**config.mk**
```make
export PLATFORM = sky130hd
export DESIGN_NAME = pio_cycle_timer
export DESIGN_NICKNAME = d
export VERILOG_FILES = /design/src/rtl/pio_timer_pkg.sv /design/src/rtl/pio_drive_timing.sv /design/src/rtl/pio_addr_select.sv /design/src/rtl/pio_phase_seq.sv /design/src/rtl/pio_cycle_timer.sv
export SDC_FILE = /design/constraint.sdc
export NUM_CORES = 1
export LEC_CHECK = 0
export BUFFER_PORTS_ARGS = -buffer_cell sky130_fd_sc_hd__buf_2
export CAP_MARGIN = 30
export CELL_PAD_IN_SITES_DETAIL_PLACEMENT = 2
export CELL_PAD_IN_SITES_GLOBAL_PLACEMENT = 2
export CORE_UTILIZATION = 38
export CTS_BUF_LIST = sky130_fd_sc_hd__clkbuf_4
export DETAILED_ROUTE_END_ITERATION = 7
export PLACE_DENSITY = 0.95
export SLEW_MARGIN = 10
export SYNTH_ARGS = -nofsm -noshare
export SYNTH_HDL_FRONTEND = slang
export SYNTH_HIERARCHICAL = 1
export SYNTH_SLANG_ARGS = --single-unit
```
**constraint.sdc**
```tcl
create_clock -name clk -period 7.9 [get_ports clk]
set_clock_uncertainty 0.2 [all_clocks]
set_input_delay 1.58 -clock clk [delete_from_list [all_inputs] [get_ports clk]]
set_output_delay 1.58 -clock clk [all_outputs]
set_load 0.02 [all_outputs]
```
**src/rtl/pio_timer_pkg.sv**
```systemverilog
// Package: phase encoding and timing tables shared by the PIO cycle timer.
// Assumes modes above 4 are unknown and use the conservative fallback counts.
package pio_timer_pkg;

    typedef enum logic [2:0] {
        PH_IDLE  = 3'd0,
        PH_ADDR  = 3'd1,
        PH_DATA  = 3'd2,
        PH_RECOV = 3'd3,
        PH_DONE  = 3'd4
    } pio_phase_t;

    // Address-setup clocks for a shared mode and clock class.
    function automatic int unsigned addr_clocks(int unsigned mode, logic slow);
        if (slow) begin
            if (mode <= 1)      return 2;
            else if (mode <= 4) return 1;
            else                return 2;
        end else begin
            if (mode == 0)      return 3;
            else if (mode <= 2) return 2;
            else if (mode <= 4) return 1;
            else                return 3;
        end
    endfunction

    // Strobe-active clocks for one drive's mode.
    function automatic int unsigned active_clocks(int unsigned mode, logic slow);
        case (mode)
            0: return slow ? 5 : 6;
            1: return slow ? 4 : 5;
            2: return slow ? 3 : 4;
            3: return slow ? 2 : 3;
            4: return slow ? 2 : 3;
            default: return 8;
        endcase
    endfunction

    // Recovery clocks for one drive's mode.
    function automatic int unsigned recovery_clocks(int unsigned mode, logic slow);
        case (mode)
            0: return slow ? 8 : 11;
            1: return slow ? 4 : 6;
            2: return 2;
            3: return 2;
            4: return 1;
            default: return slow ? 8 : 10;
        endcase
    endfunction

endpackage

```
**src/rtl/pio_drive_timing.sv**
```systemverilog
// Module: maps one drive's PIO mode to its strobe-active and recovery counts.
// Assumes CNT_W is wide enough for the largest count (11).
module pio_drive_timing
    import pio_timer_pkg::*;
#(
    parameter int MODE_W = 3,
    parameter int CNT_W  = 4
) (
    input  logic [MODE_W-1:0] mode,
    input  logic              slow_class,
    output logic [CNT_W-1:0]  active_cnt,
    output logic [CNT_W-1:0]  recov_cnt
);

    // Table lookup for this drive.
    always_comb begin
        active_cnt = CNT_W'(active_clocks(int'(mode), slow_class));
        recov_cnt  = CNT_W'(recovery_clocks(int'(mode), slow_class));
    end

endmodule

```
**src/rtl/pio_addr_select.sv**
```systemverilog
// Module: picks the slowest (numerically smallest) mode among the present
// drives and maps it to the shared address-setup count.
// Assumes at least one drive is present whenever the count is used.
module pio_addr_select
    import pio_timer_pkg::*;
#(
    parameter int MODE_W = 3,
    parameter int CNT_W  = 4
) (
    input  logic              m_present,
    input  logic [MODE_W-1:0] m_mode,
    input  logic              s_present,
    input  logic [MODE_W-1:0] s_mode,
    input  logic              slow_class,
    output logic [CNT_W-1:0]  setup_cnt
);

    logic [MODE_W-1:0] shared_mode;

    // Minimum over the present drives, then the table lookup.
    always_comb begin
        if (m_present && s_present)
            shared_mode = (m_mode < s_mode) ? m_mode : s_mode;
        else if (m_present)
            shared_mode = m_mode;
        else
            shared_mode = s_mode;
        setup_cnt = CNT_W'(addr_clocks(int'(shared_mode), slow_class));
    end

endmodule

```
**src/rtl/pio_phase_seq.sv**
```systemverilog
// Module: three-phase transfer sequencer (setup, strobe, recovery, done).
// Assumes every count is at least 1 and that go is already qualified.
module pio_phase_seq
    import pio_timer_pkg::*;
#(
    parameter int CNT_W = 4
) (
    input  logic             clk,
    input  logic             rst_n,
    input  logic             go,
    input  logic             go_write,
    input  logic [CNT_W-1:0] setup_cnt,
    input  logic [CNT_W-1:0] active_cnt,
    input  logic [CNT_W-1:0] recov_cnt,
    output logic             addr_valid,
    output logic             rd_strobe,
    output logic             wr_strobe,
    output logic             busy,
    output logic             done
);

    pio_phase_t       phase;
    logic [CNT_W-1:0] remain;
    logic [CNT_W-1:0] held_active;
    logic [CNT_W-1:0] held_recov;
    logic             held_write;

    // Phase and down-counter advance; request fields latched on accept.
    always_ff @(posedge clk) begin
        if (!rst_n) begin
            phase       <= PH_IDLE;
            remain      <= '0;
            held_active <= '0;
            held_recov  <= '0;
            held_write  <= 1'b0;
        end else begin
            case (phase)
                PH_IDLE, PH_DONE: begin
                    if (go) begin
                        phase       <= PH_ADDR;
                        remain      <= setup_cnt - CNT_W'(1);
                        held_active <= active_cnt;
                        held_recov  <= recov_cnt;
                        held_write  <= go_write;
                    end else begin
                        phase <= PH_IDLE;
                    end
                end
                PH_ADDR: begin
                    if (remain == '0) begin
                        phase  <= PH_DATA;
                        remain <= held_active - CNT_W'(1);
                    end else begin
                        remain <= remain - CNT_W'(1);
                    end
                end
                PH_DATA: begin
                    if (remain == '0) begin
                        phase  <= PH_RECOV;
                        remain <= held_recov - CNT_W'(1);
                    end else begin
                        remain <= remain - CNT_W'(1);
                    end
                end
                PH_RECOV: begin
                    if (remain == '0) phase <= PH_DONE;
                    else              remain <= remain - CNT_W'(1);
                end
                default: phase <= PH_IDLE;
            endcase
        end
    end

    // Output decode from the current phase.
    always_comb begin
        addr_valid = (phase == PH_ADDR) || (phase == PH_DATA);
        rd_strobe  = (phase == PH_DATA) && !held_write;
        wr_strobe  = (phase == PH_DATA) && held_write;
        busy       = (phase == PH_ADDR) || (phase == PH_DATA) || (phase == PH_RECOV);
        done       = (phase == PH_DONE);
    end

    a_r3_strobe_after_setup: assert property (@(posedge clk) disable iff (!rst_n)
        $rose(rd_strobe || wr_strobe) |-> $past(addr_valid));
    a_r3_done_ends_busy: assert property (@(posedge clk) disable iff (!rst_n)
        $fell(busy) |-> done);
    a_r9_done_single: assert property (@(posedge clk) disable iff (!rst_n)
        done |=> !done);
    a_r7_dir_held: assert property (@(posedge clk) disable iff (!rst_n)
        (busy && $past(busy)) |-> $stable(held_write));
    a_r2_busy_needs_go: assert property (@(posedge clk) disable iff (!rst_n)
        $rose(busy) |-> $past(go));

endmodule

```
**src/rtl/pio_cycle_timer.sv**
```systemverilog
// Module: top of the dual-drive PIO cycle timer. Per-drive strobe and
// recovery counts, shared address setup from the slowest present drive.
// Assumes start is a level request that is held until accepted.
module pio_cycle_timer
    import pio_timer_pkg::*;
#(
    parameter int MODE_W = 3,
    parameter int CNT_W  = 4
) (
    input  logic              clk,
    input  logic              rst_n,
    input  logic              slow_class,
    input  logic              master_present,
    input  logic [MODE_W-1:0] master_mode,
    input  logic              slave_present,
    input  logic [MODE_W-1:0] slave_mode,
    input  logic              drive_sel,
    input  logic              start,
    input  logic              write_req,
    output logic              addr_valid,
    output logic              rd_strobe,
    output logic              wr_strobe,
    output logic              busy,
    output logic              done
);

    localparam int NDRV = 2;

    logic [MODE_W-1:0] drv_mode    [NDRV];
    logic [CNT_W-1:0]  drv_active  [NDRV];
    logic [CNT_W-1:0]  drv_recov   [NDRV];
    logic [CNT_W-1:0]  shared_setup;
    logic              sel_present;
    logic              go;

    // Gather per-drive modes into an indexable array.
    always_comb begin
        drv_mode[0] = master_mode;
        drv_mode[1] = slave_mode;
    end

    for (genvar d = 0; d < NDRV; d++) begin : g_drive
        pio_drive_timing #(.MODE_W(MODE_W), .CNT_W(CNT_W)) u_timing (
            .mode       (drv_mode[d]),
            .slow_class (slow_class),
            .active_cnt (drv_active[d]),
            .recov_cnt  (drv_recov[d])
        );
    end

    pio_addr_select #(.MODE_W(MODE_W), .CNT_W(CNT_W)) u_addr (
        .m_present  (master_present),
        .m_mode     (master_mode),
        .s_present  (slave_present),
        .s_mode     (slave_mode),
        .slow_class (slow_class),
        .setup_cnt  (shared_setup)
    );

    // Qualify the request with the selected drive's presence.
    always_comb begin
        sel_present = drive_sel ? slave_present : master_present;
        go          = start && sel_present;
    end

    pio_phase_seq #(.CNT_W(CNT_W)) u_seq (
        .clk        (clk),
        .rst_n      (rst_n),
        .go         (go),
        .go_write   (write_req),
        .setup_cnt  (shared_setup),
        .active_cnt (drv_active[drive_sel]),
        .recov_cnt  (drv_recov[drive_sel]),
        .addr_valid (addr_valid),
        .rd_strobe  (rd_strobe),
        .wr_strobe  (wr_strobe),
        .busy       (busy),
        .done       (done)
    );

    a_r2_absent_ignored: assert property (@(posedge clk) disable iff (!rst_n)
        (!busy && start && !sel_present) |=> !busy);
    a_r6_one_strobe: assert property (@(posedge clk) disable iff (!rst_n)
        !(rd_strobe && wr_strobe));

endmodule

```
==> summary.md, run 1 <==
| Metric | Value |
|---|---|
| Hpwl dp | `3767 µm` |
| CP Launch Type | `input pin` |
| Internal power | `0.2030 mW` |
| WL/cell | `17.09 µm` |
| Initial antenna violation count | `0` |
| Setup CP Type | `in -> reg` |
| Maximum VDD drop | `0.06691 mV` |
| CTS resizes | `0` |
| Crit-path cells | `buf_2 > inv_1 > ha_1 > o21ai_0 > and2_1 > nor3_1 > nor4_1 > nor3_1 > or4_1 > nand3_1 > a32oi_1 > a31oi_1` |
| IO Pins | `19` |
| Clock power share | `12.3%` |
| Port Buffers | `18` |
| Max Slew Vio Count | `0` |
| Sequential area share after synthesis | `18.36%` |
| DRC viols | `0` |
| Global route total overflow | `0` |
| Root Driver | `clkbuf_4` |
| 1st-iter DRT viols | `80` |
| Asr flop ratio synth | `0%` |
| Initial Util | `39.78%` |
| Commonest cells post-synth | `nand2_1, a21oi_1, inv_1` |
| H-tree depth | `1` |
| Synthesis-to-finish area growth | `5.667%` |
| Via/cell ratio | `5.817` |
| RSZ-0062 raised after global routing | `false` |
| CP endpoint kind | `flop` |
| Mean Syn Cell Area | `7.718 µm²` |
| Clock insertion delay at the later pin of the skew report | `290 ps` |
| Setup bufs post-CTS | `0` |
| Fraction of layout cells with a size suffix above 1 | `17.30%` |
| Total track usage | `21.66%` |
| Post-synth design cell area | `1744 µm²` |
| Post-CTS Hold Buffers | `0` |
| Synth unique cells | `55` |
| Power share of the combinational group | `55.0%` |
| Crit-path leading delay family | `simple AND/OR/NAND/NOR gates` |
| CTS Buffer Depth | `2` |
| Post-synth EDFFs | `0` |
| Fill cells | `541` |
| Synthesized instance count | `226` |
| Area leader, netlist | `dfxtp_1` |
| WP data arrival | `4110 ps` |
| Post-route ant nets | `0` |
| Switching Power | `0.1788 mW` |
| CP bufs+invs | `2` |
| Max-cap violations | `0` |
| Synth top area cells | `dfxtp_1, mux2_4, a21oi_1` |
| CORE AREA | `4384 µm²` |
| Vias in the first global route | `1,839` |
| Drt first pass iters | `4` |
| PwrDens | `207.2 nW/µm²` |
| Main flop type after synthesis | `dfxtp_1` |
| Sink Count | `16` |
| DIE AREA | `4865 µm²` |
| Sw frac | `46.84%` |
| Total chip power | `0.3818 mW` |
| Crit-path slowest cell | `or4_1` |
| Clock Pin Slew Worst Setup and Hold Paths | `100 ps` |
| CTS tree | `done` |
| Via Count | `1,681` |
| Crit share post-route | `51.78%` |
| Die Span X | `69.75 µm` |
| First-pass GRT wire length | `8742 µm` |
| Placed Cells | `285` |
| Crit path top cell by count | `nor3_1` |
| Max transition margin | `52.02%` |
| Fin crit period | `4090 ps` |
| Synth top area share | `18.36%` |
| Routed Wire Length | `4940 µm` |
| ANT cells | `0` |
| Hold Path Class | `reg -> reg` |
| Peak per-stage delay on the critical path | `510 ps` |
| Leakage | `0.7513 nW` |
| Finished Layout Cells | `289` |
| Gpl congestion | `0.7984` |
| Yosys warns | `6` |
| Die Span Y | `69.75 µm` |
| Req. time, crit path | `7920 ps` |
| Setup TNS | `0 ps` |
| Post-synthesis register bit count | `16` |
| Row count | `24` |
| Final hold violation count | `0` |
| Most common cell in the synthesized netlist | `nand2_1` |
| Largest net degree at the start of global routing | `21` |
| Part of the power in registers | `32.7%` |
| Fmax | `244.5 MHz` |
| Crit path max fanout | `11` |
| Slew @ Worst Pin | `718.7 ps` |
| Post-layout nets | `260` |
| Finish-stage setup viols | `0` |
| Total clock buffers created by CTS | `3` |
| Status | `finished, final reports clean` |
[final cells by class]
type	count	area [µm²]	share of cell area [%]
clock buffer	3	22.52	1.222
clock inverter	1	3.754	0.2037
inverter	17	63.81	3.462
multi-input combinational	182	1277	69.31
sequential	16	320.3	17.38
tap	52	65.06	3.530
timing repair buffer	18	90.09	4.888
[worst paths after layout]
| path | to | slack (ps) | startpoint | cells after the start |
|---|---|---|---|---|
| max | u_seq/remain[3] | 3810 | slave_mode[2] | 12 |
| min | u_seq/held_recov[1] | 290 | u_seq/held_recov[1] | 2 |
| max reg2reg | u_seq/remain[1] | 5630 | u_seq/phase[0] | 4 |
| min reg2reg | u_seq/held_recov[1] | 290 | u_seq/held_recov[1] | 2 |
[power groups by stage]
stage          registers [mW]  clock network, mW  logic [mW]
2_1_floorplan           0.110                  0       0.179
3_5_place_dp            0.127                  0       0.209
6_report                0.125             0.0468       0.210
5_1_grt                 0.129             0.0525       0.234
3_3_place_gp            0.125                  0       0.200
4_1_cts                 0.125             0.0497       0.211
[worst min-delay path: stages (launching register included)]
cell     delay [ps]
dfxtp_1         340
nand2_1          60
a21oi_1          60
[state kept, by name, summed over array words and instances (netlist names)]
signal / count
u_seq/held_active: 4
u_seq/held_recov: 4
u_seq/remain: 4
u_seq/phase: 3
u_seq/held_write: 1
[metrics by stage]
stage | utilization, % | setup slack (ps) | instance area (µm²) | hold WS [ps]
2_1_floorplan | - | 4195 | 1748 | 245.0
3_3_place_gp | 41.44 | 3659 | 1817 | 259.7
3_5_place_dp | 41.44 | 3590 | 1817 | 277.8
4_1_cts | 42.04 | 3875 | 1843 | 293.7
5_1_grt | 42.04 | 3674 | 1843 | 331.9
6_report | 42.04 | 3810 | 1843 | 286.8
[placed cells by master, fill, tap and decap left out, types with 3 or more instances in the layout]
cell type	instances
a21oi_1	20
a31oi_1	3
and2b_1	3
buf_2	18
clkbuf_4	3
dfxtp_1	16
ha_1	8
inv_1	17
mux2_4	8
nand2_1	22
nand3_1	7
nor2_1	13
nor2b_1	8
nor3_1	9
nor3b_1	5
nor3b_2	3
o21a_1	5
o21ai_0	8
o21ai_1	4
or2_1	3
xnor2_1	3
xor2_1	5
[per-layer routing]
layer	track usage (%)	routed length, µm	vias up
li1	-	-	828
met1	25.20	2131	825
met2	42.83	2661	24
met3	1.744	109	4
met4	4.000	37	0
met5	0	0	-
[cell families after synthesis]
group | Yosys count | synth area share (%)
mux | 10 | 8.035
simple gates | 91 | 30.63
other cells | 1 | 0.2150
buf+inv | 29 | 8.608
flops | 16 | 18.36
xor+xnor | 8 | 4.017
compound gates | 63 | 24.39
fa+ha+maj | 8 | 5.739
Power figures use the tool's default switching activity.
==> run 2, diff against run 1 <==
Settings changed: CORE_UTILIZATION 38 to 36, PLACE_DENSITY 0.95 to 0.94.
Clock period 7.9 ns to 3.8 ns, I/O delays scaled along.
==> run 2 against run 1 <==
Die area grew 5.4%. Clock power grew 110%. Routed wire length grew 1.2%. Non-clock buffer count did not move. Clock-buffer cell count stayed put. Critical path depth unchanged. Sequential cell count did not move. Combinational power increased by 110%. Critical endpoint unchanged. Largest cell class unchanged.
==> summary.md, run 2 (same netlist as run 1, synthesis figures left out) <==
| Metric | Value |
|---|---|
| Commonest cells after routing, fill and taps aside | `nand2_1, a21oi_1, buf_2, inv_1, dfxtp_1` |
| Leakage | `0.7513 nW (unchanged)` |
| Fin crit period | `3235 ps` |
| CTS resizes | `0 (unchanged)` |
| Setup bufs post-CTS | `0 (unchanged)` |
| RSZ-0062 raised after global routing | `false` |
| Largest registers | `u_seq/held_active: 4 flops, u_seq/held_recov: 4 flops, u_seq/remain: 4 flops` |
| Final worst slack | `565.3 ps (-3244 ps)` |
| Total clock buffers created by CTS | `3 (unchanged)` |
| CTS Buffer Depth | `2 (unchanged)` |
| Row count | `24 (unchanged)` |
| Drt first pass iters | `4 (unchanged)` |
| Finish-stage setup viols | `0 (unchanged)` |
| Root Driver | `clkbuf_4` |
| DIE AREA | `5127 µm² (+5.4%)` |
| WP data arrival | `3270 ps (-840 ps)` |
| Req. time, crit path | `3830 ps (-4090 ps)` |
| First-pass GRT wire length | `8625 µm (-1.3%)` |
| CP Launch Type | `input pin` |
| Die Span Y | `71.61 µm (+2.7%)` |
| Crit path max fanout | `11 (unchanged)` |
| Commonest non-fill, non-tap cell in the layout | `nand2_1` |
| Slew @ Worst Pin | `659.8 ps (-58.87 ps)` |
| Sink Count | `16 (unchanged)` |
| ANT cells | `0 (unchanged)` |
| Status | `finished, final reports clean` |
| Via/cell ratio | `5.903 (+1.5%)` |
| Crit share post-route | `85.12%` |
| DRC viols | `0 (unchanged)` |
| Max-cap violations | `0 (unchanged)` |
| Worst Hold Depth | `2 (unchanged)` |
| CTS tree | `done` |
| Post-CTS Hold Buffers | `0 (unchanged)` |
| IO Pins | `19 (unchanged)` |
| Die Span X | `71.61 µm (+2.7%)` |
| Path depth of the worst reg2reg path | `4 (unchanged)` |
| Hold Path End | `u_seq/held_write` |
| Gpl congestion | `0.8027 (+0.54%)` |
| Vias in the first global route | `1,789 (-2.7%)` |
| H-tree depth | `1 (unchanged)` |
| Hold Path Origin | `u_seq/held_write` |
| Maximum VDD drop | `0.1615 mV (+140%)` |
| Setup CP Type | `in -> reg` |
| Worst reg2reg path endpoint | `u_seq/remain[1]` |
| Clock insertion delay at the later pin of the skew report | `300 ps (about the same)` |
| Hpwl dp | `3922 µm (+4.1%)` |
| Global route total overflow | `0 (unchanged)` |
| Final Core Density | `40.92% (-1.1 points)` |
| Fmax | `309.2 MHz` |
| CP endpoint kind | `flop` |
| Post-layout nets | `260 (unchanged)` |
| PwrDens | `432.0 nW/µm² (+110%)` |
| WL/cell | `17.30 µm (+1.2%)` |
| CORE AREA | `4504 µm² (+2.7%)` |
| 1st-iter DRT viols | `58 (-28%)` |
| Via Count | `1,706 (+1.5%)` |
| Setup TNS | `0 ps (unchanged)` |
| Total track usage | `21.54% (-0.12 points)` |
| Fill cells | `558 (+3.1%)` |
| Total chip power | `0.7961 mW (+110%)` |
| Final hold violation count | `0 (unchanged)` |
| Max Slew Vio Count | `0 (unchanged)` |
| R2R Setup Slk | `1560 ps (-4070 ps)` |
| Fraction of layout cells with a size suffix above 1 | `17.30% (unchanged)` |
| Clock Pin Slew Worst Setup and Hold Paths | `100 ps (about the same)` |
| Pre-CTS WS | `262.5 ps (-3327 ps)` |
| Hold Path Class | `reg -> reg` |
| R2R Path Start | `u_seq/phase[0]` |
| Max transition margin | `55.95% (+3.9 points)` |
| Post-route ant nets | `0 (unchanged)` |
| Hold slack | `290.5 ps (+3.738 ps)` |
| Routed Wire Length | `5000 µm (+1.2%)` |
| Initial antenna violation count | `0 (unchanged)` |
| Initial Util | `38.72% (-1.1 points)` |
| Port Buffers | `18 (unchanged)` |
| Synthesis-to-finish area growth | `5.667% (unchanged)` |
| Largest net degree at the start of global routing | `21 (unchanged)` |
==> run 2: cell counts in the layout (fill, tap and decap cells not counted) <==
No cell type changed its count.
==> run 2: layout make-up <==
cell class | instances | area [µm²] | area share [%]
Timing Repair Buffer | 18 | 90.09 | 4.888
Tap cell | 52 | 65.06 | 3.530
Sequential cell | 16 | 320.3 | 17.38
Clock inverter | 1 | 3.754 | 0.2037
Clock buffer | 3 | 22.52 | 1.222
Multi-Input combinational cell | 182 | 1277 | 69.31
Inverter | 17 | 63.81 | 3.462
==> run 2: through the flow <==
step | instances | instance area [µm²]
5_1_grt | 289 | 1843
3_3_place_gp | 285 | 1817
2_1_floorplan | 227 | 1748
6_report | 289 | 1843
4_1_cts | 289 | 1843
3_5_place_dp | 285 | 1817
==> run 2: per-layer routing <==
layer / global-route usage, % / vias up / part of all wire [%]
li1: - / 830 / -
met1: 24.55 / 848 / 43
met2: 41.40 / 20 / 54
met3: 1.688 / 8 / 1.2
met4: 8.061 / 0 / 2.0
met5: 0 / - / 0
==> run 2: worst max path at each step <==
| stage | startpoint | end | slack, ps | cells past startpoint |
|---|---|---|---|---|
| CTS | slave_mode[2] | u_seq/remain[3] | 580 | 12 |
| finish | slave_mode[2] | u_seq/remain[3] | 570 | 12 |
| floorplan | slave_mode[2] | u_seq/remain[3] | 910 | 11 |
| global route | slave_mode[2] | u_seq/remain[3] | 420 | 12 |
| detailed placement | slave_mode[2] | u_seq/remain[3] | 260 | 12 |
| global placement | slave_mode[2] | u_seq/remain[3] | 380 | 12 |
==> run 2: worst max-delay path: stages <==
cell and delay [ps]:
buf_2 200, inv_1 70, ha_1 270, o21ai_0 210, and2_1 270, nor3_1 80, nor4_1 370, nor3_1 150
or4_1 520, nand3_1 110, a32oi_1 70, a31oi_1 180
==> run 2: where the power goes <==
group | internal, mW | switching [mW]
clock network | 0.0384 | 0.0607
registers | 0.196 | 0.0607
logic | 0.189 | 0.252
